===== src/rtl/tlb_pkg.sv =====
package tlb_pkg;
  localparam int unsigned VA_W       = 32;
  localparam int unsigned KWIN_LOG2  = 29;
  localparam logic [2:0]  KWIN_TOP   = 3'b100;

  // Address falls inside the fixed direct-mapped kernel window.
  function automatic logic in_kwin(input logic [VA_W-1:0] va);
    return va[VA_W-1:KWIN_LOG2] == KWIN_TOP;
  endfunction

  // Window translation: strip the window base by masking the top bits.
  function automatic logic [VA_W-1:0] kwin_phys(input logic [VA_W-1:0] va);
    return {{(VA_W-KWIN_LOG2){1'b0}}, va[KWIN_LOG2-1:0]};
  endfunction

  // Mask of all bit positions below idx.
  function automatic logic [63:0] below_mask(input int unsigned idx);
    return (64'd1 << idx) - 64'd1;
  endfunction
endpackage


===== src/rtl/tlb_store.sv =====
module tlb_store #(
  parameter int unsigned ENTRIES = 16,
  parameter int unsigned VPN_W   = 20,
  parameter int unsigned ASID_W  = 8,
  parameter int unsigned ATTR_W  = 3,
  localparam int unsigned IDX_W  = $clog2(ENTRIES)
) (
  input  logic                           clk,
  input  logic                           rst_n,
  input  logic                           wr_en,
  input  logic [IDX_W-1:0]               wr_idx,
  input  logic [VPN_W-1:0]               wr_vpn,
  input  logic [ASID_W-1:0]              wr_asid,
  input  logic                           wr_global,
  input  logic [VPN_W-1:0]               wr_pfn,
  input  logic [ATTR_W-1:0]              wr_attr,
  input  logic                           flush_local,
  input  logic                           flush_all,
  input  logic                           glob_en,
  output logic [ENTRIES-1:0]             ent_vld,
  output logic [ENTRIES-1:0]             ent_glb,
  output logic [ENTRIES-1:0][VPN_W-1:0]  ent_vpn,
  output logic [ENTRIES-1:0][ASID_W-1:0] ent_asid,
  output logic [ENTRIES-1:0][VPN_W-1:0]  ent_pfn,
  output logic [ENTRIES-1:0][ATTR_W-1:0] ent_attr
);
  // Named internal events for the checks below.
  logic flush_any;
  logic wr_take;
  assign flush_any = flush_local | flush_all;
  assign wr_take   = wr_en & ~flush_any;

  for (genvar i = 0; i < ENTRIES; i++) begin : g_slot
    logic sel;
    assign sel = wr_take && (wr_idx == IDX_W'(i));

    always_ff @(posedge clk) begin
      if (!rst_n)            ent_vld[i] <= 1'b0;
      else if (flush_all)    ent_vld[i] <= 1'b0;
      else if (flush_local)  ent_vld[i] <= ent_vld[i] & glob_en & ent_glb[i];
      else if (sel)          ent_vld[i] <= 1'b1;
    end

    always_ff @(posedge clk) begin
      if (!rst_n) begin
        ent_glb[i]  <= 1'b0;
        ent_vpn[i]  <= '0;
        ent_asid[i] <= '0;
        ent_pfn[i]  <= '0;
        ent_attr[i] <= '0;
      end else if (sel) begin
        ent_glb[i]  <= wr_global;
        ent_vpn[i]  <= wr_vpn;
        ent_asid[i] <= wr_asid;
        ent_pfn[i]  <= wr_pfn;
        ent_attr[i] <= wr_attr;
      end
    end
  end

  a_r1_reset_empty: assert property (@(posedge clk)
    !rst_n |=> ent_vld == '0);
  a_r2_write_sets_valid: assert property (@(posedge clk) disable iff (!rst_n)
    wr_take |=> ent_vld[$past(wr_idx)]);
  a_r8_global_survives: assert property (@(posedge clk) disable iff (!rst_n)
    (flush_local && !flush_all && glob_en) |=> ent_vld == ($past(ent_vld) & $past(ent_glb)));
  a_r9_local_clears_all: assert property (@(posedge clk) disable iff (!rst_n)
    (flush_local && !glob_en) |=> ent_vld == '0);
  a_r10_flush_all_clears: assert property (@(posedge clk) disable iff (!rst_n)
    flush_all |=> ent_vld == '0);
  a_r11_flush_drops_write: assert property (@(posedge clk) disable iff (!rst_n)
    flush_any |=> ($stable(ent_pfn) && $stable(ent_vpn) && $stable(ent_glb)));
endmodule


===== src/rtl/tlb_cmp.sv =====
module tlb_cmp #(
  parameter int unsigned ENTRIES = 16,
  parameter int unsigned VPN_W   = 20,
  parameter int unsigned ASID_W  = 8
) (
  input  logic [VPN_W-1:0]               lk_vpn,
  input  logic [ASID_W-1:0]              lk_asid,
  input  logic [ENTRIES-1:0]             ent_vld,
  input  logic [ENTRIES-1:0]             ent_glb,
  input  logic [ENTRIES-1:0][VPN_W-1:0]  ent_vpn,
  input  logic [ENTRIES-1:0][ASID_W-1:0] ent_asid,
  output logic [ENTRIES-1:0]             match
);
  for (genvar i = 0; i < ENTRIES; i++) begin : g_cmp
    logic page_eq;
    logic tag_ok;
    assign page_eq  = ent_vpn[i] == lk_vpn;
    assign tag_ok   = ent_glb[i] || (ent_asid[i] == lk_asid);
    assign match[i] = ent_vld[i] && page_eq && tag_ok;
  end
endmodule


===== src/rtl/tlb_pick.sv =====
module tlb_pick #(
  parameter int unsigned ENTRIES = 16,
  localparam int unsigned IDX_W  = $clog2(ENTRIES)
) (
  input  logic               clk,
  input  logic               rst_n,
  input  logic [ENTRIES-1:0] match,
  output logic               any,
  output logic [IDX_W-1:0]   idx,
  output logic               multi
);
  import tlb_pkg::*;

  // Lowest index wins: scan from the top so the last assignment is the lowest.
  always_comb begin
    any = 1'b0;
    idx = '0;
    for (int i = ENTRIES - 1; i >= 0; i--) begin
      if (match[i]) begin
        any = 1'b1;
        idx = IDX_W'(i);
      end
    end
  end

  // More than one bit set: clearing the lowest set bit leaves something.
  assign multi = (match & (match - ENTRIES'(1))) != '0;

  a_r7_winner_matches: assert property (@(posedge clk) disable iff (!rst_n)
    any |-> match[idx]);
  a_r7_nothing_lower: assert property (@(posedge clk) disable iff (!rst_n)
    any |-> (match & ENTRIES'(below_mask(idx))) == '0);
  a_r7_single_is_not_multi: assert property (@(posedge clk) disable iff (!rst_n)
    !multi |-> $onehot0(match));
endmodule


===== src/rtl/asid_tlb.sv =====
module asid_tlb #(
  parameter int unsigned ENTRIES   = 16,
  parameter int unsigned ASID_W    = 8,
  parameter int unsigned ATTR_W    = 3,
  parameter int unsigned PAGE_W    = 12,
  parameter logic [ATTR_W-1:0] CMODE_RST = ATTR_W'(2),
  localparam int unsigned VA_W     = tlb_pkg::VA_W,
  localparam int unsigned VPN_W    = VA_W - PAGE_W,
  localparam int unsigned IDX_W    = $clog2(ENTRIES)
) (
  input  logic              clk,
  input  logic              rst_n,
  input  logic [VA_W-1:0]   lk_vaddr,
  input  logic [ASID_W-1:0] lk_asid,
  output logic              lk_hit,
  output logic [VA_W-1:0]   lk_paddr,
  output logic [ATTR_W-1:0] lk_attr,
  output logic              lk_multi,
  input  logic              wr_en,
  input  logic [IDX_W-1:0]  wr_idx,
  input  logic [VPN_W-1:0]  wr_vpn,
  input  logic [ASID_W-1:0] wr_asid,
  input  logic              wr_global,
  input  logic [VPN_W-1:0]  wr_pfn,
  input  logic [ATTR_W-1:0] wr_attr,
  input  logic              flush_local,
  input  logic              flush_all,
  input  logic              glob_en,
  input  logic              cmode_we,
  input  logic [ATTR_W-1:0] cmode_wdata
);
  import tlb_pkg::*;

  logic [ENTRIES-1:0]             ent_vld;
  logic [ENTRIES-1:0]             ent_glb;
  logic [ENTRIES-1:0][VPN_W-1:0]  ent_vpn;
  logic [ENTRIES-1:0][ASID_W-1:0] ent_asid;
  logic [ENTRIES-1:0][VPN_W-1:0]  ent_pfn;
  logic [ENTRIES-1:0][ATTR_W-1:0] ent_attr;
  logic [ENTRIES-1:0]             match;
  logic                           arr_hit;
  logic                           arr_multi;
  logic [IDX_W-1:0]               sel_idx;
  logic                           in_win;
  logic [ATTR_W-1:0]              cmode_q;

  tlb_store #(
    .ENTRIES(ENTRIES), .VPN_W(VPN_W), .ASID_W(ASID_W), .ATTR_W(ATTR_W)
  ) u_store (
    .clk(clk), .rst_n(rst_n),
    .wr_en(wr_en), .wr_idx(wr_idx), .wr_vpn(wr_vpn), .wr_asid(wr_asid),
    .wr_global(wr_global), .wr_pfn(wr_pfn), .wr_attr(wr_attr),
    .flush_local(flush_local), .flush_all(flush_all), .glob_en(glob_en),
    .ent_vld(ent_vld), .ent_glb(ent_glb), .ent_vpn(ent_vpn),
    .ent_asid(ent_asid), .ent_pfn(ent_pfn), .ent_attr(ent_attr)
  );

  tlb_cmp #(
    .ENTRIES(ENTRIES), .VPN_W(VPN_W), .ASID_W(ASID_W)
  ) u_cmp (
    .lk_vpn(lk_vaddr[VA_W-1:PAGE_W]), .lk_asid(lk_asid),
    .ent_vld(ent_vld), .ent_glb(ent_glb), .ent_vpn(ent_vpn),
    .ent_asid(ent_asid), .match(match)
  );

  tlb_pick #(.ENTRIES(ENTRIES)) u_pick (
    .clk(clk), .rst_n(rst_n), .match(match),
    .any(arr_hit), .idx(sel_idx), .multi(arr_multi)
  );

  // Window cache-mode register: the window's only setting.
  always_ff @(posedge clk) begin
    if (!rst_n)        cmode_q <= CMODE_RST;
    else if (cmode_we) cmode_q <= cmode_wdata;
  end

  assign in_win = in_kwin(lk_vaddr);

  always_comb begin
    lk_hit   = 1'b0;
    lk_paddr = '0;
    lk_attr  = '0;
    lk_multi = 1'b0;
    if (in_win) begin
      lk_hit   = 1'b1;
      lk_paddr = kwin_phys(lk_vaddr);
      lk_attr  = cmode_q;
    end else if (arr_hit) begin
      lk_hit   = 1'b1;
      lk_paddr = {ent_pfn[sel_idx], lk_vaddr[PAGE_W-1:0]};
      lk_attr  = ent_attr[sel_idx];
      lk_multi = arr_multi;
    end
  end

  a_r1_cmode_reset: assert property (@(posedge clk)
    !rst_n |=> cmode_q == CMODE_RST);
  a_r3_tag_rule: assert property (@(posedge clk) disable iff (!rst_n)
    (lk_hit && !in_win) |-> (ent_glb[sel_idx] || ent_asid[sel_idx] == lk_asid));
  a_r6_miss_is_zero: assert property (@(posedge clk) disable iff (!rst_n)
    !lk_hit |-> (lk_paddr == '0 && lk_attr == '0 && !lk_multi));
  a_r7_multi_needs_hit: assert property (@(posedge clk) disable iff (!rst_n)
    lk_multi |-> lk_hit);
  a_r12_window_direct: assert property (@(posedge clk) disable iff (!rst_n)
    in_win |-> (lk_hit && !lk_multi && lk_attr == cmode_q
                && lk_paddr == lk_vaddr - 32'h8000_0000));
  a_r13_cmode_load: assert property (@(posedge clk) disable iff (!rst_n)
    cmode_we |=> cmode_q == $past(cmode_wdata));
endmodule


===== config.mk =====
export PLATFORM = sky130hd
export DESIGN_NAME = asid_tlb
export DESIGN_NICKNAME = d
export VERILOG_FILES = /design/src/rtl/tlb_pkg.sv /design/src/rtl/tlb_store.sv /design/src/rtl/tlb_cmp.sv /design/src/rtl/tlb_pick.sv /design/src/rtl/asid_tlb.sv
export SDC_FILE = /design/constraint.sdc
export NUM_CORES = 2
export LEC_CHECK = 0
export BUFFER_PORTS_ARGS = -buffer_cell sky130_fd_sc_hd__buf_2
export CORE_UTILIZATION = 35
export CTS_CLUSTER_DIAMETER = 150
export CTS_CLUSTER_SIZE = 8
export DETAILED_ROUTE_END_ITERATION = 8
export PLACE_DENSITY = 0.5
export SETUP_SLACK_MARGIN = 0.05
export SLEW_MARGIN = 25
export SYNTH_ARGS = -nofsm -noshare
export SYNTH_HDL_FRONTEND = slang
export SYNTH_SLANG_ARGS = --single-unit

===== constraint.sdc =====
create_clock -name clk -period 5.3 [get_ports clk]
set_input_delay 1.06 -clock clk [delete_from_list [all_inputs] [get_ports clk]]
set_output_delay 1.06 -clock clk [all_outputs]
set_load 0.01 [all_outputs]

==> flow_metrics.tcl <==
set metrics [dict create \
    synthToLayoutAreaGrowth_pct 30.7 \
    cts-hold-fix-buffers 0 \
    timing.critical_path.cells "buf_8, buf_12, buf_4, xor2_1, nor4_2, nand2_1, or4_4, buf_6, nand2b_4, a21bo_4, a21bo_4, buf_12, buf_12, buf_12, mux2i_4, a2111oi_4, nand4_1, buf_4, nand2_4, buf_6" \
    track_usage 0.281 \
    final_net_count 5903 \
    synth_edf_count 0 \
    grt_antenna_before_repair 8 \
    critPathLaunch "lk_vaddr[20]" \
    worst_slack_ns -0.768 \
    drt_iter0_drc 3385 \
    chipHeight_um 349 \
    crit_slowest_cell "sky130_fd_sc_hd__or4_4" \
    worstMarginPinSlew_ns 1.17 \
    detail-route-antenna-nets 0 \
    finalWorstPathRequiredPeriod_ns 6.07 \
    grt_setup_unrepaired "yes" \
    clock_skew_ns 0.00984 \
    ys_async_sr_fraction 0 \
    routed_via_density 5.33 \
    yosysWarningCount 0 \
    p_comb_frac 0.084 \
    cts_root_buffer "sky130_fd_sc_hd__clkbuf_16" \
    synth.cell_area_um2 42100 \
    status "finished, violations left" \
    gp_congestion 0.889 \
    post_syn_area_per_cell_um2 7.86 \
    failing_checks "setup timing" \
    static-leakage-power_nw 19.6 \
    grt_pass1_vias 37400 \
    final_hold_viol_count 0 \
    number_of_buffers_created_by_cts 116 \
    worst_case_hold_slack_ns 0.456 \
    syn_nets 5470 \
    holdCritPathClass "flop to flop" \
    dp_hpwl_um 111000 \
    layout.cells.non_filler 7403 \
    floorplan.die.width_um 349 \
    cts_num_sinks 851 \
    timing.final.max_slew_violations 0 \
    port_buffer_count 142 \
    synth-seq-area-share 0.404 \
    sw_frac_of_total 0.248 \
    cp.buffers_inverters 9 \
    timing.setup.critical_path_class "primary input to primary output" \
    tritoncts_clock_tree "built" \
    fp-row-count 126 \
    timing.critical_path.arrival_ns 5.01 \
    timing.fmax_ghz 0.165 \
    synth.distinct_cells 72 \
    cts-root-to-sink-buffers 3 \
    seq_power_share 0.450 \
    cp-start-kind "primary input" \
    power.net_switching_mw 3.56 \
    layout.cells.most_common "sky130_fd_sc_hd__nand2_1" \
    yosys_most_used_dff "sky130_fd_sc_hd__dfxtp_1" \
    dieArea_um2 122000 \
    setup_viol 24 \
    finalWirelength_um 176000 \
    maxSlewHeadroom 0.219 \
    wire_per_inst_um 23.8 \
    hold_path_startpoint "u_store.ent_attr[17]$_SDFFE_PN0P_" \
    n_fill_cell 11500 \
    clk-insertion-delay-late_ns 0.70 \
    ratio_of_cells_with_drive_above_1_in_the_final_layout 0.223 \
    place_inst 7134 \
    core-area_um2 119000 \
    drc_errors 0 \
    crit_path_max_fanout 7 \
    clk_pin_slew_worst_paths_ns 0.05 \
    clockPowerShare 0.466 \
    grt_start_max_net_pins 236 \
    ios 143 \
    fin_total_pwr_mw 14.4 \
    crit_top_cell "sky130_fd_sc_hd__buf_12" \
    grt_overflow_total 0 \
    required_time_at_the_endpoint_of_the_critical_path_ns 4.24 \
    netlist_instances 5364 \
    setup_tns_ns -15.86 \
    critical_path.endpoint_type "primary output" \
    vias 39400 \
    reg2reg_from "u_store.ent_glb[13]$_SDFFE_PN0P_" \
    grt_first_pass_wirelength_um 255000 \
    cts-htree-levels 3 \
    peakVddDrop_uv 274 \
    postSynthRegisterBits 851 \
    worst_path_dominant_cell_family "simple AND/OR/NAND/NOR gates" \
    initial_utilization 0.355 \
    power_density_nw_per_um2 261 \
    detailedRoute.firstPassIterationCount 5 \
    layout.cells.most_common_list "1902 x sky130_fd_sc_hd__nand2_1, 851 x sky130_fd_sc_hd__dfxtp_1, 833 x sky130_fd_sc_hd__a21boi_0, 488 x sky130_fd_sc_hd__buf_4, 324 x sky130_fd_sc_hd__xor2_1" \
    max_cap_viol_count 0 \
    p_int_mw 10.8 \
    post-route-period-util 1.14 \
    timing.critical_path.slowest_cell_delay_ns 0.58 \
]
==> flip-flops by register name, summed over array words and instances, names as in the netlist <==
name,count
u_store.ent_glb,16
cmode_q,3
u_store.ent_asid,128
u_store.ent_vpn,320
u_store.ent_attr,48
u_store.ent_vld,16
u_store.ent_pfn,320
==> what timing repair did <==
action                     4_1_cts  5_1_grt
setup endpoints to repair       37       36
pin swaps                      135      129
gates cloned                    12        5
buffers inserted                79       65
gates resized for setup        354      244
==> cells in the mapped netlist (21+ instances only) <==
cell | n | area share
sky130_fd_sc_hd__a31oi_1 | 23 | 0.0034
sky130_fd_sc_hd__nor2_1 | 42 | 0.0037
sky130_fd_sc_hd__nor3_1 | 111 | 0.013
sky130_fd_sc_hd__mux2_2 | 22 | 0.0059
sky130_fd_sc_hd__a21oi_1 | 38 | 0.0045
sky130_fd_sc_hd__buf_6 | 32 | 0.0086
sky130_fd_sc_hd__or4_1 | 27 | 0.0048
sky130_fd_sc_hd__a21boi_0 | 834 | 0.15
sky130_fd_sc_hd__xnor2_1 | 107 | 0.022
sky130_fd_sc_hd__and3_1 | 21 | 0.0031
sky130_fd_sc_hd__dfxtp_1 | 851 | 0.40
sky130_fd_sc_hd__nand3_1 | 24 | 0.0029
sky130_fd_sc_hd__clkbuf_1 | 396 | 0.035
sky130_fd_sc_hd__nor4_1 | 171 | 0.025
sky130_fd_sc_hd__xor2_1 | 344 | 0.072
sky130_fd_sc_hd__mux2i_1 | 26 | 0.0062
sky130_fd_sc_hd__buf_2 | 51 | 0.0061
sky130_fd_sc_hd__nand2_1 | 1931 | 0.17
sky130_fd_sc_hd__nand4_1 | 79 | 0.012
==> metrics by stage <==
step / worst slack, ns / util / cell area [um^2]
global placement: -1.84 / 0.400 / 47500
CTS: -0.723 / 0.449 / 53300
global route: -0.801 / 0.464 / 55100
floorplan: 0.251 / - / 42100
finish: -0.768 / 0.464 / 55100
detailed placement: -1.82 / 0.400 / 47500
==> power groups by stage <==
stage / sequential, mW / clock (mW) / combinational [mW]
final: 6.45 / 6.69 / 1.21
after global routing: 6.45 / 7.05 / 1.26
after CTS: 6.45 / 6.82 / 1.14
after detailed placement: 6.58 / 0 / 1.08
after global placement: 6.58 / 0 / 1.08
after floorplan: 6.58 / 0 / 0.561
==> logic make-up after synthesis <==
group / Yosys count / synth area share
simple gates: 2508 / 0.256
compound gates: 993 / 0.177
flops: 851 / 0.404
buf+inv: 508 / 0.0551
xor+xnor: 451 / 0.0937
mux: 51 / 0.0134
fa+ha+maj: 2 / 0.000475
==> cell type report <==
class | instances | area, um^2 | share of cell area
Multi-Input combinational cell | 4005 | 25200 | 0.457
Sequential cell | 851 | 17000 | 0.309
Timing Repair Buffer | 819 | 7840 | 0.142
Clock buffer | 118 | 2950 | 0.0536
Tap cell | 1600 | 2000 | 0.0364
Clock inverter | 5 | 65.1 | 0.00118
Inverter | 4 | 15.0 | 0.000273
Antenna cell | 1 | 2.50 | 0.0000454
==> worst reg2reg max path, stage by stage, from the launching register on <==
cell and delay [ns]:
sky130_fd_sc_hd__dfxtp_1 0.42, sky130_fd_sc_hd__nand2_1 0.10, sky130_fd_sc_hd__nand2_1 0.09, sky130_fd_sc_hd__nand2_1 0.05, sky130_fd_sc_hd__a21oi_1 0.14
==> worst paths after layout <==
path | slack [ns] | endpoint | cells after the start
setup / recovery | -0.77 | lk_paddr[16] | 20
setup reg to reg | 4.42 | u_store.ent_vld[13]$_SDFFE_PP0P_ | 4
hold / removal | 0.46 | u_store.ent_attr[17]$_SDFFE_PN0P_ | 2
hold reg to reg | 0.46 | u_store.ent_attr[17]$_SDFFE_PN0P_ | 2
==> routing by layer <==
layer	up-vias	GRT usage	share of wire
met2	1285	0.456	0.46
met4	4	0.0944	0.035
met5	-	0	0.00015
met3	318	0.0413	0.061
met1	19200	0.379	0.45
li1	18600	-	-
No activity file was read; power rests on OpenSTA's default activity.
